==> src/rtl/rcv_pkg.sv <==
package rcv_pkg;

    typedef enum logic [1:0] {
        PAT_A    = 2'd0,
        PAT_B    = 2'd1,
        PAT_C    = 2'd2,
        PAT_NONE = 2'd3
    } pattern_e;

    typedef enum logic {
        STEP_CLK   = 1'b0,
        STEP_START = 1'b1
    } step_e;

    typedef struct packed {
        logic scl_low;
        logic sda_low;
    } lines_t;

    localparam lines_t LINES_FREE   = '{scl_low: 1'b0, sda_low: 1'b0};
    localparam lines_t LINES_PARKED = '{scl_low: 1'b1, sda_low: 1'b1};

    // Kind of step at position idx of a pattern.
    function automatic step_e step_of(pattern_e p, int idx, int a_clk, int b_clk);
        case (p)
            PAT_A:   return (idx < a_clk) ? STEP_CLK : STEP_START;
            PAT_B:   return (idx == 0 || idx == b_clk + 1) ? STEP_START : STEP_CLK;
            default: return STEP_START;
        endcase
    endfunction

    // Number of steps in a pattern.
    function automatic int steps_in(pattern_e p, int a_clk, int b_clk, int c_st);
        case (p)
            PAT_A:   return a_clk + 2;
            PAT_B:   return b_clk + 2;
            default: return c_st;
        endcase
    endfunction

    // Line drive for each half period of a step.
    function automatic lines_t drive_of(step_e s, logic [1:0] ph);
        lines_t l;
        if (s == STEP_CLK) begin
            l = ph[0] ? '{scl_low: 1'b0, sda_low: 1'b0} : '{scl_low: 1'b1, sda_low: 1'b0};
        end else begin
            case (ph)
                2'd0:    l = '{scl_low: 1'b1, sda_low: 1'b0};
                2'd1:    l = '{scl_low: 1'b0, sda_low: 1'b0};
                2'd2:    l = '{scl_low: 1'b0, sda_low: 1'b1};
                default: l = '{scl_low: 1'b1, sda_low: 1'b1};
            endcase
        end
        return l;
    endfunction

    // True in the final half period of a step.
    function automatic logic phase_end(step_e s, logic [1:0] ph);
        return (s == STEP_CLK) ? (ph == 2'd1) : (ph == 2'd3);
    endfunction

endpackage

==> src/rtl/rcv_half_timer.sv <==
module rcv_half_timer #(
    parameter int HALF_W = 8
) (
    input  logic              clk,
    input  logic              rst,
    input  logic              load,
    input  logic              run,
    input  logic [HALF_W-1:0] div_in,
    output logic              tick
);
    logic [HALF_W-1:0] div_q;
    logic [HALF_W-1:0] cnt;

    always_ff @(posedge clk) begin
        if (rst) begin
            div_q <= '0;
            cnt   <= '0;
        end else if (load) begin
            div_q <= div_in;
            cnt   <= '0;
        end else if (run) begin
            cnt <= (cnt == div_q) ? '0 : cnt + 1'b1;
        end
    end

    assign tick = run && (cnt == div_q);
endmodule

==> src/rtl/rcv_step_walker.sv <==
module rcv_step_walker
    import rcv_pkg::*;
#(
    parameter int A_CLOCKS = 14,
    parameter int B_CLOCKS = 9,
    parameter int C_STARTS = 9,
    parameter int STEP_W   = 5
) (
    input  logic     clk,
    input  logic     rst,
    input  logic     load,
    input  pattern_e pat_in,
    input  logic     tick,
    output logic     busy,
    output step_e    kind,
    output logic [1:0] phase,
    output logic     finish
);
    pattern_e          pat_q;
    logic [STEP_W-1:0] idx;
    logic              last_step;
    logic              last_half;

    assign kind      = step_of(pat_q, int'(idx), A_CLOCKS, B_CLOCKS);
    assign last_step = (int'(idx) == steps_in(pat_q, A_CLOCKS, B_CLOCKS, C_STARTS) - 1);
    assign last_half = phase_end(kind, phase);
    assign finish    = busy && tick && last_half && last_step;

    always_ff @(posedge clk) begin
        if (rst) begin
            pat_q <= PAT_A;
            idx   <= '0;
            phase <= 2'd0;
            busy  <= 1'b0;
        end else if (load) begin
            pat_q <= pat_in;
            idx   <= '0;
            phase <= 2'd0;
            busy  <= 1'b1;
        end else if (busy && tick) begin
            if (last_half) begin
                phase <= 2'd0;
                if (last_step) busy <= 1'b0;
                else           idx  <= idx + 1'b1;
            end else begin
                phase <= phase + 2'd1;
            end
        end
    end
endmodule

==> src/rtl/rcv_line_driver.sv <==
module rcv_line_driver
    import rcv_pkg::*;
(
    input  logic       clk,
    input  logic       rst,
    input  logic       busy,
    input  step_e      kind,
    input  logic [1:0] phase,
    input  logic       finish,
    output logic       scl_oe,
    output logic       sda_oe,
    output logic       done
);
    logic   parked;
    lines_t lines;

    always_ff @(posedge clk) begin
        if (rst) begin
            parked <= 1'b0;
            done   <= 1'b0;
        end else begin
            done <= finish;
            if (finish) parked <= 1'b1;
        end
    end

    always_comb begin
        if (busy)        lines = drive_of(kind, phase);
        else if (parked) lines = LINES_PARKED;
        else             lines = LINES_FREE;
    end

    assign scl_oe = lines.scl_low;
    assign sda_oe = lines.sda_low;
endmodule

==> src/rtl/bus_recovery_seq.sv <==
module bus_recovery_seq
    import rcv_pkg::*;
#(
    parameter int HALF_W   = 8,
    parameter int A_CLOCKS = 14,
    parameter int B_CLOCKS = 9,
    parameter int C_STARTS = 9
) (
    input  logic              clk,
    input  logic              rst,
    input  logic              req,
    input  logic [1:0]        mode,
    input  logic [HALF_W-1:0] half_div,
    output logic              scl_oe,
    output logic              sda_oe,
    output logic              busy,
    output logic              done
);
    localparam int MAX_AB    = (A_CLOCKS > B_CLOCKS) ? A_CLOCKS + 2 : B_CLOCKS + 2;
    localparam int MAX_STEPS = (MAX_AB > C_STARTS) ? MAX_AB : C_STARTS;
    localparam int STEP_W    = $clog2(MAX_STEPS + 1);

    pattern_e   pat_req;
    logic       accept;
    logic       tick;
    step_e      kind;
    logic [1:0] phase;
    logic       finish;

    assign pat_req = pattern_e'(mode);
    assign accept  = req && !busy && (pat_req != PAT_NONE);

    rcv_half_timer #(.HALF_W(HALF_W)) u_timer (
        .clk    (clk),
        .rst    (rst),
        .load   (accept),
        .run    (busy),
        .div_in (half_div),
        .tick   (tick)
    );

    rcv_step_walker #(
        .A_CLOCKS (A_CLOCKS),
        .B_CLOCKS (B_CLOCKS),
        .C_STARTS (C_STARTS),
        .STEP_W   (STEP_W)
    ) u_walker (
        .clk    (clk),
        .rst    (rst),
        .load   (accept),
        .pat_in (pat_req),
        .tick   (tick),
        .busy   (busy),
        .kind   (kind),
        .phase  (phase),
        .finish (finish)
    );

    rcv_line_driver u_driver (
        .clk    (clk),
        .rst    (rst),
        .busy   (busy),
        .kind   (kind),
        .phase  (phase),
        .finish (finish),
        .scl_oe (scl_oe),
        .sda_oe (sda_oe),
        .done   (done)
    );
endmodule

==> config.mk <==
export PLATFORM = sky130hd
export DESIGN_NAME = bus_recovery_seq
export DESIGN_NICKNAME = d
export VERILOG_FILES = /design/src/rtl/rcv_pkg.sv /design/src/rtl/rcv_half_timer.sv /design/src/rtl/rcv_step_walker.sv /design/src/rtl/rcv_line_driver.sv /design/src/rtl/bus_recovery_seq.sv
export SDC_FILE = /design/constraint.sdc
export NUM_CORES = 1
export LEC_CHECK = 0
export BUFFER_PORTS_ARGS = -buffer_cell sky130_fd_sc_hd__buf_2
export CAP_MARGIN = 20
export CORE_ASPECT_RATIO = 1.1
export CORE_MARGIN = 10
export CORE_UTILIZATION = 61
export DETAILED_ROUTE_END_ITERATION = 12
export GPL_ROUTABILITY_DRIVEN = 0
export PLACE_DENSITY = 0.91
export SYNTH_ARGS = -nofsm -noshare
export SYNTH_HDL_FRONTEND = slang
export SYNTH_SLANG_ARGS = --single-unit
==> constraint.sdc <==
create_clock -name clk -period 5.15 [get_ports clk]
set_clock_uncertainty 0.2 [all_clocks]
set_input_delay 0.2575 -clock clk [delete_from_list [all_inputs] [get_ports clk]]
set_output_delay 0.2575 -clock clk [all_outputs]
set_load 0.02 [all_outputs]
---- Word-level counts from Yosys, hierarchy flattened ----
Cells that the tools add are included.
W data, S select, Z words.
operators by class
  add/subtract/negate cells ............... 4
  multipliers ............................. 0
  divide/modulo/power cells ............... 0
  magnitude comparators ................... 1
  equal/unequal tests ..................... 8
  shifts and indexed selects .............. 0
  mux-type cells .......................... 16
  bitwise operators ....................... 1
  reduce and logical (&&, ||, !) cells .... 17
operators by type and width
  kind                   number
  $eq A6 B32 Y1          1
  $mux W2                5
  $pmux W5 S2            1
  $add A8 B1 Y8 const B  1
  $eq A8 B8 Y1           1
  $mux W8                1
  $mux W1                7
  $logic_and A1 B1 Y1    6
  $pmux W2 S3            1
  $reduce_and A3 Y1      2
  $reduce_bool A2 Y1     3
  $sub A5 B1 Y6 const B  1
  $add A5 B1 Y5 const B  1
  $eq A5 B5 Y1 const B   1
  $logic_not A5 Y1       1
  $lt A5 B4 Y1 const B   1
  $eq A2 B1 Y1 const B   2
  $eq A2 B2 Y1 const B   2
  $logic_not A2 Y1       2
  $add A2 B1 Y2 const B  1
  $ne A2 B2 Y1 const B   1
  $pmux W1 S2            1
  $reduce_or A2 Y1       1
  $logic_not A1 Y1       1
  2 further kinds        2
word-level totals
  register bits after elaboration ......... 28
  bits in latches ......................... 0
  memory bits (writable) .................. 0
  bits in read-only memories .............. 0
  bits of input ports ..................... 13
  logic and storage cells ................. 55
  memories ................................ 0

---- Longest topological paths before layout ----
Gate-level depths: netlist of the first run.
  depth in word-level cells ............... 8
  gate-level depth with buffers ........... 7
  mapped depth without buffers ............ 7

---- Modules after synthesis ----
A second synthesis of the first run with hierarchy kept.
second synthesis, totals
  cell total of the unflattened synthesis .. 160
  area total of the unflattened synthesis .. 1,482.7 sq um
modules (own cells, without submodules)
  module            times used  cells each  area each (sq um)  seq. area each (sq um)
  rcv_half_timer    1           75          745.7              320.3
  rcv_step_walker   1           71          619.3              200.2
  rcv_line_driver   1           12          101.3              40.0
  bus_recovery_seq  1           2           16.3               0.0

---- Worst setup path after synthesis of the first run ----
Ideal clock, no wire load.
  kind .................................... reg2reg
  start ................................... reg u_walker.pat_q[0]
  end ..................................... reg u_walker.phase[1]
  setup time .............................. 0.070 ns
  data arrival time ....................... 1.763 ns
  required time ........................... 4.880 ns
  slack ................................... 3.117 ns
  cell stages (with the launch flop) ...... 6
  buffers on the path ..................... 0
  period minus slack after synthesis ...... 2.033 ns
  cells stage by stage .................... dfxtp_1 > or3b_1 > o221ai_2 > mux2_2 > or3_1 > a21oi_1
between the ends
  cells in the longest elaborated chain, start to end .. 4
RTL lines
  element                                                  RTL line               RTL
  start: declaration                                       rcv_step_walker.sv:19  pattern_e pat_q;
  start signal: assignment                                 rcv_step_walker.sv:36  pat_q <= pat_in;
  $eq A2 B1 Y1 / $logic_not A2 Y1 (equally long branches)  rcv_pkg.sv:25          case (p)
  $pmux W1 S2 (*)                                          rcv_pkg.sv:25
  $mux W1 (*)                                              rcv_pkg.sv:59          return (s == STEP_CLK) ? (ph == 2'd1) : (ph == 2'd3);
  $mux W2 (*)                                              rcv_step_walker.sv:41  if (last_half) begin
  end signal: assignment                                   rcv_step_walker.sv:46  phase <= phase + 2'd1;
  end: declaration                                         rcv_step_walker.sv:16  output logic [1:0] phase,
Every way passes the cells marked *; elsewhere a longest branch is shown, timed or not.
A chain may end at the register's enable or synchronous reset.

---- Worst setup path after layout of the first run ----
  start ................................... reg u_walker.idx[0]
  end ..................................... out scl_oe
between the ends
  cells in the longest elaborated chain, start to end .. 6
RTL lines
  element                                               RTL line                RTL
  start: declaration                                    rcv_step_walker.sv:20   logic [STEP_W-1:0] idx;
  start signal: assignment                              rcv_step_walker.sv:44   else idx <= idx + 1'b1;
  branches (longest 3 deep; another with $lt A5 B4 Y1)  n/a
  $pmux W1 S2 (*)                                       rcv_pkg.sv:25
  $mux W2 (*)                                           rcv_pkg.sv:44           if (s == STEP_CLK) begin
  $mux W2 (*)                                           rcv_line_driver.sv:28   if (busy) lines = drive_of(kind, phase);
  end: declaration                                      bus_recovery_seq.sv:14  output logic scl_oe,
Mark *: on every way between the ends.

==> summary.txt, run 1 <==
Floorplan
  • Core box area: ~2300 um2
  • Die Footprint: between 4000 and 5000 um2
  • I/O pin cnt: 17
  • # rows: 18
  • Starting Density: 63.83%
  • Die height: between 70 and 80 um
  • Die X-Extent: roughly 66 um

Synth
  • Post-synth top area cell: dfxtp_1
  • Most used standard cell by instance count after synthesis: dfxtp_1
  • Cells after Synth: between 150 and 200
  • Synth warnings: 0
  • Most used DFF post-synth: dfxtp_1
  • Sequential share of the synthesized area: 38.99%
  • Netlist Area Pre-Place: 1438 um2
  • Syn Area/Cell: approximately 9 um2
  • Distinct cells, synth: 33
  • Syn Nets: around 180
  • Top cell type's share of synthesized area: between 30% and 40%
  • Number of synthesized register bits: 28
  • Post-synth EDFFs: 0
  • Async set or reset register ratio after synthesis: 0%
  • Post-synth top cells: dfxtp_1, nor2_1, mux2i_1
  • Synth top area cells: dfxtp_1, mux2i_1, ha_1

Final layout
  • Layout cell share with drive strength beyond 1: between 10% and 20%
  • Final nets: roughly 210
  • Final Instance Count excl. Fillers: around 220
  • Number of diodes: 0
  • Area delta synth->final: 17.58%

Timing
  • Fin. Hold Viols: 0
  • Shortest period the worst path allows: around 2500 ps
  • Fin crit share: 47.84%
  • Slew headroom: around three fifths
  • Setup violators final: 0
  • Worst-margin pin slew: about 600 ps
  • Pins Over Slew Limit: 0
  • RSZ-0062 raised after global routing: no
  • Max Fclk: around 410 MHz
  • Setup tns final: 0 ps
  • PnR worst setup slack: about 2700 ps

Clocking
  • Total CTS buffers: 3
  • Clock sink count: 28
  • Reg clk slew, reported paths: about 150 ps
  • CTS Root Cell: clkbuf_4
  • Largest buffer count on any clock path: 2
  • Post-CTS Setup Inserts: 0
  • Clk_lat worst skew: 340 ps
  • H-tree depth: 1
  • Cells resized by post-CTS repair: 0
  • CTS tree: yes
  • CTS hold repair buffers: 9

GRT
  • Number of global-route vias before repair: around 1,300
  • All-Layer GR Usage: 15.42%
  • Overflow after GRT: 0
  • First-pass GRT wire length: 5.727 mm
  • Largest net degree at the start of global routing: 19
  • Initial antenna violation count: 0

Flow run
  • MaxCap Viol Count: 0

Placement
  • Post-Place Cells: between 200 and 250
  • DPL Wire Length: roughly 2.4 mm
  • Place WS: around 2900 ps
  • Port Buffers: 16

Power
  • LEAKAGE: between 0.6 and 0.7 nW
  • VDD IR max: 269.8 uV
  • Pwr Density: around 260 nW/um2

Route
  • Vias per cell: 5.816
  • Avg WL per Cell: around 16 um
  • Post-DRT Antenna Nets: 0
  • DR pass1 iterations: 4
  • Initial drt markers: 52
  • Vias: about 1,300
  • DRC viols: 0
  • Routed WL: 3.498 mm

Worst setup path
  • Startpoint Class: flip-flop
  • Crit-path max FO: 5
  • Critical path arrival: approximately 2000 ps
  • Cell Chain, Critical Path: inv_1 > ha_1 > mux2i_1 > o221ai_2 > nor2_1 > a21oi_1 > a21oi_1 > buf_2
  • Crit. End Element: primary output
  • Slowest CP cell: dfxtp_1
  • Delay-heaviest family, CP: flip-flops
  • Cell mode on critical path: a21oi_1
  • Worst endpoint required time: about 4700 ps
  • CP peak stage delay: approximately 430 ps
  • Kind of critical path: reg2out
  • CP Buf/Inv Count: 2

Worst hold path
  • Hold Crit Class: in2reg

Run status
  • Outcome: complete, no violations
==> per-layer routing <==
layer  routed length (um)  vias to the layer above  part of all wire, %  global-route usage (%)
li1                     -                      612                    -                       -
met1                 1328                      587                   38                   14.44
met2                 1779                       43                   51                   27.05
met3                  184                       20                  5.3                   4.882
met4                  205                        0                  5.9                   11.19
met5                    0                        -                    0                       0
==> stage by stage <==
step                      hold WS [ps]  power (mW)  area, um2  utilization, %
final                            33.23      0.4418       1690           75.06
after global routing             27.79      0.4569       1690           75.06
after global placement           259.4      0.2879       1540           68.39
after detailed placement         288.2      0.2924       1548           68.72
after floorplan                  204.7      0.2757       1438               -
after CTS                        9.350      0.4419       1690           75.06
==> logic make-up (layout without fill, tap and decap cells) <==
logic type | Yosys count | in the layout | share of synthesized area [%]
buf+inv | 14 | 39 | 3.742
compound gates | 19 | 19 | 8.877
mux | 17 | 17 | 11.92
xor+xnor | 15 | 15 | 9.138
fa+ha+maj | 7 | 7 | 6.092
flops | 28 | 28 | 38.99
simple gates | 62 | 62 | 21.24
==> worst reg2reg max path: stages, from the launching register on <==
cell and delay [ps]:
dfxtp_1 450, or3b_1 410, o221ai_2 270, mux2i_1 580
nor4_1 140, mux2i_1 210
==> layout by cell type (no fill, tap or decap), types with 2 or more instances in the layout <==
cell type / synthesis / routed
nand3_1: 5 / 5
nor2_1: 22 / 22
dfxtp_1: 28 / 28
xor2_1: 5 / 5
nor3_1: 2 / 2
dlygate4sd3_1: 0 / 9
mux2i_1: 16 / 16
inv_1: 9 / 9
xnor2_1: 10 / 10
nand4_1: 6 / 6
a21oi_1: 7 / 7
o21ai_0: 2 / 2
clkbuf_4: 0 / 3
buf_2: 1 / 16
nor4_1: 3 / 3
ha_1: 7 / 7
nand2_1: 10 / 10
or3_1: 7 / 7
o31ai_1: 3 / 3
==> path summary, 6_finish.rpt <==
| check | start | end | slack [ps] | depth (start not counted) |
|---|---|---|---|---|
| hold / removal | mode[0] | u_walker.pat_q[0] | 30 | 3 |
| setup reg to reg | u_walker.pat_q[0] | u_walker.idx[2] | 2810 | 5 |
| setup / recovery | u_walker.idx[0] | scl_oe | 2690 | 8 |
| hold reg to reg | u_driver.parked | u_driver.parked | 310 | 2 |
==> final cells by class <==
type                    count  area (um2)
multi-input cells         120       828.3
fillers                   165       561.8
flip-flops and latches     28       560.5
repair buffers             26       177.7
well taps                  30       37.54
inverters                   9       33.78
clock inverters             1       30.03
clock buffers               3       22.52
==> flip-flops by register name, indices dropped and copies added (netlist names) <==
| register | flops |
|---|---|
| u_driver.done | 1 |
| u_driver.parked | 1 |
| u_timer.cnt | 8 |
| u_timer.div_q | 8 |
| u_walker.busy | 1 |
| u_walker.idx | 5 |
| u_walker.pat_q | 2 |
| u_walker.phase | 2 |
==> where the power goes <==
group          internal [mW]  switching [mW]  total, mW  leakage [nW]
Clock                 0.0789          0.0681      0.147        0.0279
Combinational         0.0289          0.0332     0.0621         0.388
Sequential             0.224         0.00902      0.233         0.227
Power figures use the tool's default switching activity.
==> run 2, diff against run 1 <==
CORE_UTILIZATION = 56   (was 61)
PLACE_DENSITY = 0.85   (was 0.91)
clock period = 2.5 ns   (was 5.15 ns; I/O delays follow)
==> run 2 against run 1 <==
Compared with the run above: combinational power is 140% higher; die area is 6.3% higher; global-route usage is 0.78 points higher; highest routed layer unchanged.
==> summary.txt, run 2 (synthesis results as in run 1) <==
Placement
  • Post-Place Cells: 207 (+1.5%)
  • DPL Wire Length: 2.310 mm (-4.9%)
  • Port Buffers: 16 (unchanged)

Timing
  • Fin crit share: 93.83%
  • Slew headroom: 56.52% (-2.5 points)
  • Fin. Hold Viols: 0 (unchanged)
  • Max Fclk: approximately 430 MHz
  • Worst-margin pin slew: 634.0 ps (+35.81 ps)
  • Setup tns final: 0 ps (unchanged)
  • Shortest period the worst path allows: between 2000 and 2500 ps
  • RSZ-0062 raised after global routing: no
  • Pins Over Slew Limit: 0 (unchanged)
  • Setup violators final: 0 (unchanged)

Clocking
  • Largest buffer count on any clock path: 2 (unchanged)
  • Clk_lat worst skew: 340 ps (about the same)
  • Cells resized by post-CTS repair: 0 (unchanged)
  • Clock sink count: 28 (unchanged)
  • CTS tree: yes
  • Reg clk slew, reported paths: 170 ps (+20 ps)
  • CTS Root Cell: clkbuf_4
  • Post-CTS Setup Inserts: 0 (unchanged)
  • H-tree depth: 1 (unchanged)
  • Total CTS buffers: 3 (unchanged)

Worst setup path
  • Cell mode on critical path: mux2i_1
  • Critical path arrival: 2360 ps (+350 ps)
  • Crit-path max FO: 8 (+3)
  • CP Buf/Inv Count: 0 (-2)
  • Delay-heaviest family, CP: multiplexers
  • CP peak stage delay: 610 ps (+180 ps)
  • Startpoint Class: flip-flop
  • Kind of critical path: reg2reg
  • Slowest CP cell: mux2i_1
  • Crit. End Element: flip-flop
  • Cell Chain, Critical Path: or3b_1 > o221ai_2 > mux2i_1 > nor4_1 > mux2i_1
  • Worst endpoint required time: 2520 ps (-2170 ps)

GRT
  • First-pass GRT wire length: 6.451 mm (+13%)
  • All-Layer GR Usage: 16.20% (+0.78 points)
  • Largest net degree at the start of global routing: 19 (unchanged)
  • Initial antenna violation count: 0 (unchanged)
  • Overflow after GRT: 0 (unchanged)
  • Number of global-route vias before repair: 1,394 (+6.2%)

Floorplan
  • Core box area: 2472 um2 (+9.8%)
  • Starting Density: 58.15% (-5.7 points)
  • Die X-Extent: 68.31 um (+3.1%)
  • Die height: 73.14 um (+3.1%)
  • # rows: 19 (+1)
  • I/O pin cnt: 17 (unchanged)
  • Die Footprint: 4996 um2 (+6.3%)

Final layout
  • Storage element area: 560.5 um2 (unchanged)
  • Layout cell share with drive strength beyond 1: 13.93% (+0.027 points)
  • Largest registers: u_timer.cnt (8), u_timer.div_q (8), u_walker.idx (5)
  • Final nets: 222 (+6.7%)
  • Commonest cells after routing, fill and taps aside: dfxtp_1, nor2_1, dlygate4sd3_1
  • Number of fill cells: 182 (+10%)
  • Area delta synth->final: 25.94%
  • Final Instance Count excl. Fillers: 232 (+6.9%)
  • Multi-input logic area: 828.3 um2 (unchanged)
  • Number of diodes: 0 (unchanged)
  • Commonest non-fill, non-tap cell in the layout: dfxtp_1

Route
  • Post-DRT Antenna Nets: 0 (unchanged)
  • Vias per cell: 5.543 (-4.7%)
  • Initial drt markers: 87 (+67%)
  • DR pass1 iterations: 4 (unchanged)
  • DRC viols: 0 (unchanged)
  • Vias: 1,286 (+1.9%)
  • Routed WL: 3.640 mm (+4.1%)
  • Avg WL per Cell: 15.69 um (-2.7%)

Power
  • LEAKAGE: 0.7185 nW (+12%)
  • Pwr Density: 472.6 nW/um2 (+81%)
  • Tot Pwr: 0.8557 mW (+94%)
  • VDD IR max: 508.4 uV (+88%)

Run status
  • Outcome: complete, no violations

Flow run
  • MaxCap Viol Count: 0 (unchanged)

Worst hold path
  • Hold Crit Class: in2reg
run 2: changes by cell type in the layout (fill, tap and decap cells not counted), sizes merged:
| cell | previous run | this run |
|---|---|---|
| buf | 17 | 19 |
| dlygate4sd3 | 9 | 21 |
| bufinv | 1 | 0 |
| clkbuf | 3 | 4 |
run 2: area by class of cell:
cell class	instances	area share (%)
Inverter	9	1.866
Sequential cell	28	30.96
Timing Repair Buffer	40	17.28
Multi-Input combinational cell	120	45.75
Tap cell	31	2.142
Clock buffer	4	2.004
run 2: worst paths after layout:
kind | from | endpoint | slack (ps) | cells past startpoint
worst max-delay path | u_walker.pat_q[0] | u_walker.idx[4] | 150 | 5
worst min register to register | u_driver.parked | u_driver.parked | 280 | 2
worst max register to register | u_walker.pat_q[0] | u_walker.idx[4] | 150 | 5
worst min-delay path | req | u_walker.busy | 120 | 6
run 2: power breakdown:
part / leakage [nW] / total, mW / switching [mW] / internal (mW)
clock: 0.0210 / 0.227 / 0.138 / 0.0892
combinational: 0.470 / 0.150 / 0.0737 / 0.0765
sequential: 0.227 / 0.478 / 0.0174 / 0.461
run 2: worst min-delay path, cell delays in order:
cell      delay (ps)
buf_2            100
inv_1             70
a211oi_2          60
buf_4            160
inv_1             50
a21oi_1           50
run 2: timing repair:
| item | in CTS | in global routing |
|---|---|---|
| setup endpoints to repair | 0 | 0 |
| hold endpoints to repair | 13 | 0 |
| hold buffers | 21 | 0 |
run 2: metal layers:
metal,track usage (%),share of wire [%],vias to the layer above
met5,0,0,-
met4,5.369,2.0,0
met3,3.226,2.8,8
met2,28.99,53,17
met1,18.29,42,620
li1,-,-,641
run 2: per-stage QoR:
| step | setup slack (ps) | hold WS (ps) | util [%] | cell area (um2) |
|---|---|---|---|---|
| final | 154.2 | 122.6 | 73.23 | 1810 |
| after global routing | 55.47 | 126.4 | 73.23 | 1810 |
| after CTS | 209.3 | 86.01 | 73.23 | 1810 |
| after detailed placement | 230.9 | 172.4 | 63.26 | 1564 |
| after global placement | 326.3 | 161.5 | 63.26 | 1564 |
| after floorplan | 467.2 | 72.22 | - | 1438 |
==> run 3, diff against run 2 <==
BUFFER_PORTS_ARGS = unset   (was -buffer_cell sky130_fd_sc_hd__buf_2)
CORE_UTILIZATION = 61   (was 56)
DONT_BUFFER_PORTS = 1   (was unset)
==> run 3 against run 2 <==
Compared with the run above: combinational power shrank 19%; count of clock-buffer cells in the layout is the same; global-route usage decreased by 3.2 points; utilization fell by 0.28 points; critical path depth is 3 higher; sequential cell count did not move; register-to-register slack improved by 110 ps; fmax increased by 5.1%.
==> summary.txt, run 3 (synthesis results as in run 1) <==
Run status
  • Outcome: complete, no violations

Route
  • Vias: 1,152 (-10%)
  • DR pass1 iterations: 4 (unchanged)
  • Initial drt markers: 54 (-38%)
  • Post-DRT Antenna Nets: 0 (unchanged)
  • Avg WL per Cell: 14.58 um (-7.1%)
  • DRC viols: 0 (unchanged)
  • Vias per cell: 5.592 (+0.89%)
  • Routed WL: 3.004 mm (-17%)

Worst setup path
  • Crit-path max FO: 8 (unchanged)
  • Kind of critical path: reg2reg
  • Cell mode on critical path: mux2i_1
  • Startpoint Class: flip-flop
  • Slowest CP cell: dfxtp_1
  • CP peak stage delay: 420 ps (-190 ps)
  • Cell Chain, Critical Path: inv_1 > ha_1 > mux2i_1 > o221ai_2 > mux2i_1 > buf_4 > nor4_1 > mux2i_1
  • Critical path arrival: 2310 ps (-50 ps)
  • Worst endpoint required time: 2570 ps (+50 ps)
  • Crit. End Element: flip-flop

Final layout
  • Commonest non-fill, non-tap cell in the layout: dfxtp_1
  • Area delta synth->final: 14.27%
  • Number of diodes: 0 (unchanged)
  • Final Core Density: 72.94% (-0.28 points)
  • Commonest cells after routing, fill and taps aside: dfxtp_1, nor2_1, mux2i_1
  • Final nets: 197 (-11%)
  • Layout cell share with drive strength beyond 1: 7.386% (-6.5 points)
  • Largest registers: u_timer.cnt (8), u_timer.div_q (8), u_walker.idx (5)

Timing
  • Worst-margin pin slew: 694.3 ps (+60.28 ps)
  • Fin. Hold Viols: 0 (unchanged)
  • Setup tns final: 0 ps (unchanged)
  • Shortest period the worst path allows: 2233 ps (-113.3 ps)
  • Setup violators final: 0 (unchanged)
  • Max Fclk: 447.9 MHz (+5.1%)
  • Pins Over Slew Limit: 0 (unchanged)
  • RSZ-0062 raised after global routing: no
  • Slew headroom: 53.22% (-3.3 points)
  • Fin crit share: 89.30% (-4.5 points)

Floorplan
  • Die X-Extent: 66.29 um (-3.0%)
  • Starting Density: 63.83% (+5.7 points)
  • Die Footprint: 4701 um2 (-5.9%)
  • Core box area: 2252 um2 (-8.9%)
  • # rows: 18 (-1)
  • Die height: 70.92 um (-3.0%)
  • I/O pin cnt: 17 (unchanged)

Clocking
  • Reg clk slew, reported paths: 140 ps (-30 ps)
  • CTS tree: yes
  • H-tree depth: 1 (unchanged)
  • Clock sink count: 28 (unchanged)
  • Clk_lat worst skew: 330 ps (about the same)
  • Total CTS buffers: 3 (unchanged)
  • Post-CTS Setup Inserts: 0 (unchanged)
  • Largest buffer count on any clock path: 2 (unchanged)
  • CTS Root Cell: clkbuf_4

Power
  • Pwr Density: 498.5 nW/um2 (+5.5%)
  • Switching power: 0.2118 mW (-7.6%)
  • VDD IR max: 466.2 uV (-8.3%)
  • Cell internal pwr: 0.6071 mW (-3.1%)
  • Tot Pwr: 0.8189 mW (-4.3%)
  • LEAKAGE: 0.5898 nW (-18%)
  • Gate power share: 14.8% (-2.7 points)
  • Power share of the clock group: 26.9% (+0.3 points)
  • Sequential power share: 58.3% (+2.4 points)
  • Sw Share: 25.86% (-0.93 points)

Placement
  • DPL Wire Length: 2.243 mm (-2.9%)
  • Port Buffers: 0 (-16)

GRT
  • Largest net degree at the start of global routing: 19 (unchanged)
  • Initial antenna violation count: 0 (unchanged)
  • Number of global-route vias before repair: 1,096 (-21%)
  • First-pass GRT wire length: 4.961 mm (-23%)
  • All-Layer GR Usage: 13.01% (-3.2 points)
  • Overflow after GRT: 0 (unchanged)

Worst hold path
  • Hold Crit Class: in2reg

Flow run
  • MaxCap Viol Count: 0 (unchanged)
[run 3: changes by cell type in the layout (fill, tap and decap cells not counted), sizes merged]
cell / delta
buf: -16
dlygate4sd3: -9
[run 3: power by group through the flow]
stage	registers (mW)	clock network [mW]	logic (mW)
after detailed placement	0.488	0	0.0997
final	0.477	0.220	0.121
after floorplan	0.483	0	0.0852
after global routing	0.480	0.244	0.135
after CTS	0.478	0.220	0.120
after global placement	0.486	0	0.0970
[run 3: worst paths after layout]
kind | startpoint | endpoint | slack (ps) | depth (start not counted)
min | half_div[1] | u_timer.div_q[1] | 270 | 3
max | u_walker.idx[0] | u_walker.idx[2] | 270 | 8
min reg2reg | u_driver.parked | u_driver.parked | 290 | 2
max reg2reg | u_walker.idx[0] | u_walker.idx[2] | 270 | 8
[run 3: what timing repair did]
action	CTS	global route
hold buffers	12	0
resized for setup	0	1
endpoints found under the hold margin	26	0
setup endpoints to repair	0	1
[run 3: through the flow]
| stage | cell area (um2) | hold slack, ps | std cells | worst slack, ps |
|---|---|---|---|---|
| after detailed placement | 1483 | -7.715 | 190 | 292.9 |
| after global routing | 1643 | 285.3 | 206 | 86.51 |
| after floorplan | 1438 | 72.22 | 162 | 467.2 |
| after global placement | 1483 | -9.216 | 190 | 329.9 |
| after CTS | 1639 | 271.4 | 206 | 167.4 |
| final | 1643 | 267.1 | 206 | 267.5 |
[run 3: routing by layer]
layer	global-route usage [%]	part of all wire (%)	wire, um	vias up
met5	0	0	0	-
met4	4.196	0.90	27	0
met3	2.835	3.8	113	2
met2	24.39	53	1579	18
met1	13.66	43	1284	542
li1	-	-	-	590
[run 3: critical path, delay by kind of cell (launching register included)]
kind | cells | cell delay, ps
and+or+nand+nor | 1 | 340
muxes | 3 | 540
buffers and inverters | 2 | 280
adders and majority gates | 1 | 210
DFF | 1 | 420
AOI/OAI and AO/OA | 1 | 180
[run 3: area by class of cell]
class                      instances  area [um2]
fill                             167       609.3
clock buffer                       4       36.28
tap                               30       37.54
timing repair buffer              15       142.6
inverter                           9       33.78
multi-input combinational        120       832.0
sequential                        28       560.5
